**src/rtl/xirq_pkg.sv**
```systemverilog
package xirq_pkg;
  localparam int unsigned CTL_W        = 8;
  localparam int unsigned CTL_EN_BIT   = 7;
  localparam int unsigned CTL_PEND_BIT = 3;
  localparam int unsigned CTL_ACK_BIT  = 2;
  localparam int unsigned VEC_W        = 11;
  localparam logic [VEC_W-1:0] VEC_BASE = 11'h7FA;

  typedef enum logic {TRIG_EDGE = 1'b0, TRIG_EDGE_LEVEL = 1'b1} trig_mode_e;
endpackage

```
**src/rtl/xirq_sync.sv**
```systemverilog
module xirq_sync #(
  parameter int unsigned W      = 5,
  parameter int unsigned STAGES = 2
) (
  input  logic         clk,
  input  logic         rst_n,
  input  logic [W-1:0] din,
  output logic [W-1:0] dout
);
  logic [STAGES-1:0][W-1:0] stg_q;
  logic [STAGES-1:0][W-1:0] stg_d;

  always_comb begin
    stg_d[0] = din;
    for (int i = 1; i < STAGES; i++) begin
      stg_d[i] = stg_q[i-1];
    end
  end

  always_ff @(posedge clk or negedge rst_n) begin
    if (!rst_n) stg_q <= '1;
    else        stg_q <= stg_d;
  end

  assign dout = stg_q[STAGES-1];
endmodule

```
**src/rtl/xirq_merge.sv**
```systemverilog
module xirq_merge #(
  parameter int unsigned NPORT = 4
) (
  input  logic             pin_n,
  input  logic [NPORT-1:0] port_n,
  input  logic             port_en,
  output logic             req_act
);
  logic port_act;

  always_comb begin
    port_act = 1'b0;
    for (int i = 0; i < NPORT; i++) begin
      port_act = port_act | ~port_n[i];
    end
    req_act = ~pin_n | (port_en & port_act);
  end
endmodule

```
**src/rtl/xirq_detect.sv**
```systemverilog
module xirq_detect
  import xirq_pkg::*;
(
  input  logic       clk,
  input  logic       rst_n,
  input  logic       req_act,
  input  trig_mode_e mode,
  input  logic       clr,
  output logic       pending
);
  logic prev_q, prev_d;
  logic pend_q, pend_d;
  logic fall_evt, set_evt;

  always_comb begin
    fall_evt = req_act & ~prev_q;
    set_evt  = fall_evt | ((mode == TRIG_EDGE_LEVEL) & req_act);
    prev_d   = req_act;
    if (set_evt)  pend_d = 1'b1;
    else if (clr) pend_d = 1'b0;
    else          pend_d = pend_q;
  end

  always_ff @(posedge clk or negedge rst_n) begin
    if (!rst_n) begin
      prev_q <= 1'b0;
      pend_q <= 1'b0;
    end else begin
      prev_q <= prev_d;
      pend_q <= pend_d;
    end
  end

  assign pending = pend_q;
endmodule

```
**src/rtl/xirq_capture.sv**
```systemverilog
module xirq_capture
  import xirq_pkg::*;
#(
  parameter int unsigned NPORT       = 4,
  parameter int unsigned SYNC_STAGES = 2
) (
  input  logic             clk,
  input  logic             rst_n,
  input  logic             irq_pin_n,
  input  logic [NPORT-1:0] port_pin_n,
  input  logic             cfg_port_en,
  input  logic             cfg_level_mode,
  input  logic             ctl_wr,
  input  logic             ctl_wdata_en,
  input  logic             ctl_wdata_ack,
  input  logic             vector_fetch,
  input  logic             cpu_imask,
  input  logic             cpu_boundary,
  output logic             irq_pending,
  output logic             cpu_irq_req,
  output logic             irq_take,
  output logic [CTL_W-1:0] ctl_rdata,
  output logic [VEC_W-1:0] vec_addr_hi,
  output logic [VEC_W-1:0] vec_addr_lo,
  output logic             pin_level
);
  localparam int unsigned SW = NPORT + 1;

  logic [SW-1:0] raw_n, sync_n;
  logic          comb_act;
  logic          clr_req;
  logic          en_q, en_d;
  trig_mode_e    mode;

  assign raw_n = {port_pin_n, irq_pin_n};

  xirq_sync #(.W(SW), .STAGES(SYNC_STAGES)) u_sync (
    .clk  (clk),
    .rst_n(rst_n),
    .din  (raw_n),
    .dout (sync_n)
  );

  xirq_merge #(.NPORT(NPORT)) u_merge (
    .pin_n  (sync_n[0]),
    .port_n (sync_n[SW-1:1]),
    .port_en(cfg_port_en),
    .req_act(comb_act)
  );

  assign mode    = cfg_level_mode ? TRIG_EDGE_LEVEL : TRIG_EDGE;
  assign clr_req = vector_fetch | (ctl_wr & ctl_wdata_ack);

  xirq_detect u_detect (
    .clk    (clk),
    .rst_n  (rst_n),
    .req_act(comb_act),
    .mode   (mode),
    .clr    (clr_req),
    .pending(irq_pending)
  );

  always_comb begin
    en_d = ctl_wr ? ctl_wdata_en : en_q;
  end

  always_ff @(posedge clk or negedge rst_n) begin
    if (!rst_n) en_q <= 1'b0;
    else        en_q <= en_d;
  end

  always_comb begin
    ctl_rdata               = '0;
    ctl_rdata[CTL_EN_BIT]   = en_q;
    ctl_rdata[CTL_PEND_BIT] = irq_pending;
  end

  assign cpu_irq_req = irq_pending & en_q & ~cpu_imask;
  assign irq_take    = cpu_irq_req & cpu_boundary;
  assign vec_addr_hi = VEC_BASE;
  assign vec_addr_lo = VEC_BASE + VEC_W'(1);
  assign pin_level   = sync_n[0];
endmodule

```
**config.mk**
```make
export PLATFORM = sky130hd
export DESIGN_NAME = xirq_capture
export DESIGN_NICKNAME = d
export VERILOG_FILES = /design/src/rtl/xirq_pkg.sv /design/src/rtl/xirq_sync.sv /design/src/rtl/xirq_merge.sv /design/src/rtl/xirq_detect.sv /design/src/rtl/xirq_capture.sv
export SDC_FILE = /design/constraint.sdc
export NUM_CORES = 1
export LEC_CHECK = 0
export BUFFER_PORTS_ARGS = -buffer_cell sky130_fd_sc_hd__buf_2
export CAP_MARGIN = 20
export CORE_ASPECT_RATIO = 1.1
export CORE_MARGIN = 4
export CORE_UTILIZATION = 38
export DETAILED_ROUTE_END_ITERATION = 6
export GPL_TIMING_DRIVEN = 1
export PLACE_DENSITY = 0.81
export SLEW_MARGIN = 20
export SYNTH_ARGS = -nofsm -noshare
export SYNTH_HDL_FRONTEND = slang
export SYNTH_SLANG_ARGS = --single-unit
```
**constraint.sdc**
```tcl
create_clock -name clk -period 1.14 [get_ports clk]
set_input_delay 0.057 -clock clk [delete_from_list [all_inputs] [get_ports clk]]
set_output_delay 0.057 -clock clk [all_outputs]
set_load 0.01 [all_outputs]
```
Word level (Yosys, flattened, before mapping)

Cells that the tools add are included.

Bits in registers: 13
Input port bits: 15
Output and inout port bits: 34
Logic and storage cells: 29

Multiplexer cells: 3
Bitwise operators: 20
Reduce and logical (&&, ||, !) cells: 1

Operators with widths:

| operator           | count |
|---|---|
| 1-bit AND          | 7 |
| 1-bit NOT          | 7 |
| 1-bit bitwise OR   | 6 |
| 1-bit two-way mux  | 3 |
| 2-bit nonzero test | 1 |

Depth between registers and ports, before layout

Depth in word-level cells: 9
Gate-level depth with buffers: 3
Depth with buffers taken out: 3

By module

From an unflattened synthesis, not the netlist that was laid out.

Cells, all modules: 54
Area total of the unflattened synthesis: 648.1 um^2

By module, submodules not included:

| module       | instances | cells each | area an instance (um^2) | sequential area each (um^2) |
|---|---|---|---|---|
| xirq_capture | 1         | 37         | 300.3                   | 25.0 |
| xirq_sync    | 1         | 10         | 262.8                   | 262.8 |
| xirq_detect  | 1         | 5          | 68.8                    | 50.0 |
| xirq_merge   | 1         | 2          | 16.3                    | 0.0 |

Worst setup path before layout

No wires, ideal clock.

Path kind: register to register
Start: reg u_sync.stg_q, in the netlist u_sync.dout[1]
End: reg u_detect.pend_q, in the netlist u_detect.pending
Setup time: 0.122 ns
Data arrival time: 0.816 ns
Data required time: 1.018 ns
Path slack: 0.201 ns
Stages on the path, launching flop included: 4
Path buffers: 0
Clock period less this slack: 0.939 ns
Cell sequence: dfstp_2 -> nand4_1 -> a21boi_2 -> o21ai_1

Longest elaborated chain between the ends: 9
Elaborated cells between the ends (all ways): 11
Those cells by class: 1 x mux; 9 x bitwise; 1 x reduce/logical

Ends and longest elaborated chain:

| element                                                        | RTL line                             | text |
|---|---|---|
| start, declared                                                | xirq_sync.sv:10                      | `logic [STAGES-1:0][W-1:0] stg_q;` |
| start signal, assigned                                         | xirq_sync.sv:22                      | `else stg_q <= stg_d;` |
| 1-bit NOT (*)                                                  | xirq_merge.sv:14                     | `port_act = port_act \| ~port_n[i];` |
| 1-bit bitwise OR (*) (3 in a row)                              | xirq_merge.sv:14                     |  |
| 1-bit AND (*)                                                  | xirq_merge.sv:16                     | `req_act = ~pin_n \| (port_en & port_act);` |
| 1-bit bitwise OR (*)                                           | xirq_merge.sv:16                     |  |
| 1-bit AND (on tied branches)                                   | xirq_detect.sv:16, xirq_detect.sv:17 |  |
| 1-bit bitwise OR (*)                                           | xirq_detect.sv:17                    | `set_evt = fall_evt \| ((mode == TRIG_EDGE_LEVEL) & req_act);` |
| 1-bit two-way mux / 2-bit nonzero test (equally long branches) | --                                   |  |
| end signal, assigned                                           | xirq_detect.sv:30                    | `pend_q <= pend_d;` |
| end, declared                                                  | xirq_detect.sv:12                    | `logic pend_q, pend_d;` |

Mark *: on every way between the ends. The rest lies on a longest branch, timed or not.
A chain may end at the register's enable or synchronous reset.

Worst setup path in the final report

Start: reg u_detect.pend_q, in the netlist u_detect.pending
End: out irq_take

Longest elaborated chain between the ends: 3

Ends and longest elaborated chain:

| element                | RTL line           | text |
|---|---|---|
| 1-bit AND (2 in a row) | xirq_capture.sv:78 | `assign cpu_irq_req = irq_pending & en_q & ~cpu_imask;` |
| 1-bit AND              | xirq_capture.sv:79 | `assign irq_take = cpu_irq_req & cpu_boundary;` |
| end, declared          | xirq_capture.sv:21 | `output logic irq_take,` |

No other way between the ends.

==> results.json <==
{
  "hold_viol_final": 0,
  "crit_cells": 4,
  "layout_common_cells": "conb_1, buf_2, dfstp_2",
  "cp-start-kind": "flip-flop",
  "grt_use_total_pct": 7.61,
  "crit_family": "flip-flops",
  "slowest_stage": "dfrtp_1",
  "grt_overflow_total": 0,
  "fp-row-count": 15,
  "clk_pin_slew_ns": 0.07,
  "core_area_um2": 1580,
  "die_y_um": 51.1,
  "seqPwrFrac_pct": 56.0,
  "fmax_ghz": 0.892,
  "start_util_pct": 40.7,
  "gp_congestion": 0.601,
  "slew_violations": 0,
  "crit_path_cell_trace": "nand2_1 -> nor2_2 -> and2_1 -> buf_2",
  "port_buffers": 20,
  "finalCoreUtilization_pct": 46.4,
  "worstRegToRegCells": 3,
  "first_pass_iters": 2,
  "antenna_left": 0,
  "final_common_cell": "conb_1",
  "avgViaCountPerCell": 3.74,
  "synthTopCellsByArea": "dfstp_2, buf_4, dfrtp_1",
  "drive_gt1_share_pct": 43.4,
  "rsz0062_at_grt": "yes",
  "holdPathEnd": "en_q",
  "worstSkewPairLatency_ns": 0.26,
  "slowest_delay_ns": 0.40,
  "synthFlopType": "dfstp_2",
  "antenna_cells": 0,
  "grt_max_degree": 14,
  "worstSetupPathType": "reg -> out",
  "synth.distinct_cells": 14,
  "endpoint_kind": "output pin",
  "post_drt_wl_per_cell_um": 8.79,
  "dp_hpwl_um": 722,
  "antenna_found_initial": 0,
  "synthToLayoutAreaGrowth_pct": 14.0,
  "synthesis.area_um2": 642,
  "cp_max_fo": 4,
  "vias": 374,
  "cts_sinks": 13,
  "power_leakage_nw": 0.380,
  "layout_setup_ws_ns": 0.0186,
  "rrSetupSlack_ns": 0.16,
  "outcome": "finished, final reports clean",
  "cts-htree-levels": 1,
  "power_density_nw_per_um2": 1250,
  "place_ws_ns": 0.147,
  "vdd_ir_drop_max_v": 0.000600,
  "swShare_pct": 24.4,
  "stdcell_count": 100,
  "tritoncts": "done",
  "ys_seq_area_share_pct": 52.6,
  "hold_class": "in -> reg",
  "reg2reg_to": "u_detect.pending",
  "cts_buffer_depth": 2,
  "p_total_mw": 0.916,
  "die_x_um": 47.2,
  "die_area_um2": 2410,
  "boundaryPins": 49,
  "holdCritStartpoint": "ctl_wdata_en",
  "switchingPower_mw": 0.224,
  "nNetsFinal": 99,
  "crit_arrival_ns": 1.06,
  "yosys_warnings": 0,
  "placed_cells": 89,
  "cts-root-buf": "clkbuf_4",
  "drv_cap": 0,
  "grt_pass1_wl_um": 1240,
  "fin_crit_sh_pct": 98.4,
  "placed_cell_area_um2": 636,
  "drc": 0,
  "required_ns": 1.08,
  "synth_top_cell_area_share_pct": 40.9,
  "netlist_instances": 56,
  "cts_resized": 0,
  "fill_cells": 160,
  "power.clock.fraction_pct": 28.9,
  "synth.avg_cell_area_um2": 11.5,
  "synth-edff-count": 0,
  "pwr-share-comb_pct": 15.1,
  "drtIter0Drc": 3,
  "holdPathStages": 2,
  "post-cts-setup-buffers": 0,
  "p_int_mw": 0.693,
  "design_area_um2": 732,
  "synth_top_area_cell": "dfstp_2",
  "min_period_ns": 1.12,
  "wl_um": 879,
  "tns_ns": 0,
  "whs_ns": 0.0326,
  "synth-async-reset-ratio_pct": 100,
  "cts_buffers": 3,
  "ys_seq_elements": 13,
  "clock_skew_ns": 0.00250,
  "grt_pass1_vias": 342,
  "path_buf_inv": 1,
  "r2r-start": "u_sync.dout[1]",
  "setup_violations": 0
}
==> worst max-delay path by stage <==
stage | startpoint | endpoint | slack, ns
floorplan | u_sync.dout[1] | u_detect.pending | 0.20
global placement | u_sync.dout[1] | u_detect.pending | 0.19
detailed placement | u_sync.dout[1] | u_detect.pending | 0.15
CTS | u_detect.pending | irq_take | -0.006
global route | u_detect.pending | irq_take | -0.06
finish | u_detect.pending | irq_take | 0.02
==> power by group through the flow <==
stage | sequential, mW | combinational, mW | clock, mW
floorplan | 0.522 | 0.146 | 0
global placement | 0.520 | 0.117 | 0
detailed placement | 0.522 | 0.120 | 0
CTS | 0.514 | 0.138 | 0.283
global route | 0.516 | 0.156 | 0.319
finish | 0.513 | 0.139 | 0.265
==> layout make-up <==
cell class | count | area [um^2] | area share [%]
Sequential cell | 13 | 338 | 46.2
Multi-Input combinational cell | 38 | 173 | 23.6
Clock buffer | 4 | 26.3 | 3.59
Inverter | 1 | 3.75 | 0.513
Tap cell | 17 | 21.3 | 2.91
Timing Repair Buffer | 27 | 170 | 23.2
==> registers in the layout (all words and copies together) (netlist names) <==
register and cells:
u_sync.stg_d 5, u_detect.prev_q 1, en_q 1, u_detect.pending 1, u_sync.dout 5
==> worst register-to-register path: cells and delay by family (launching register included) <==
kind               cells  cell delay [ns]
AOI/OAI and AO/OA      2             0.25
DFF                    1             0.52
and+or+nand+nor        1             0.11
==> Yosys cell counts (2+ instances only) <==
master / instances
nand2_1: 2
dfstp_2: 10
dfrtp_1: 3
conb_1: 2
buf_4: 30
==> timing repair <==
| item | 4_1_cts | 5_1_grt |
|---|---|---|
| setup endpoints to repair | 1 | 1 |
| hold endpoints to repair | 19 | 0 |
| hold buffers | 7 | 0 |
==> logic make-up (layout without fill, tap and decap cells) <==
logic type             after synthesis  in the layout  synth area share, %
buffers and inverters               31             32                 35.7
flip-flops                          13             13                 52.6
AND/OR/NAND/NOR                      7              7                 6.24
other                                2             28                 1.17
AO/OA/AOI/OAI                        2              2                 2.53
multiplexers                         1              1                 1.75
==> per-layer routing <==
metal / part of all wire, % / GRT usage (%)
met4: 0 / 5.53
met2: 49 / 12.2
met5: 0 / 0
met3: 24 / 3.17
met1: 27 / 7.47
Power figures use the tool's default switching activity.
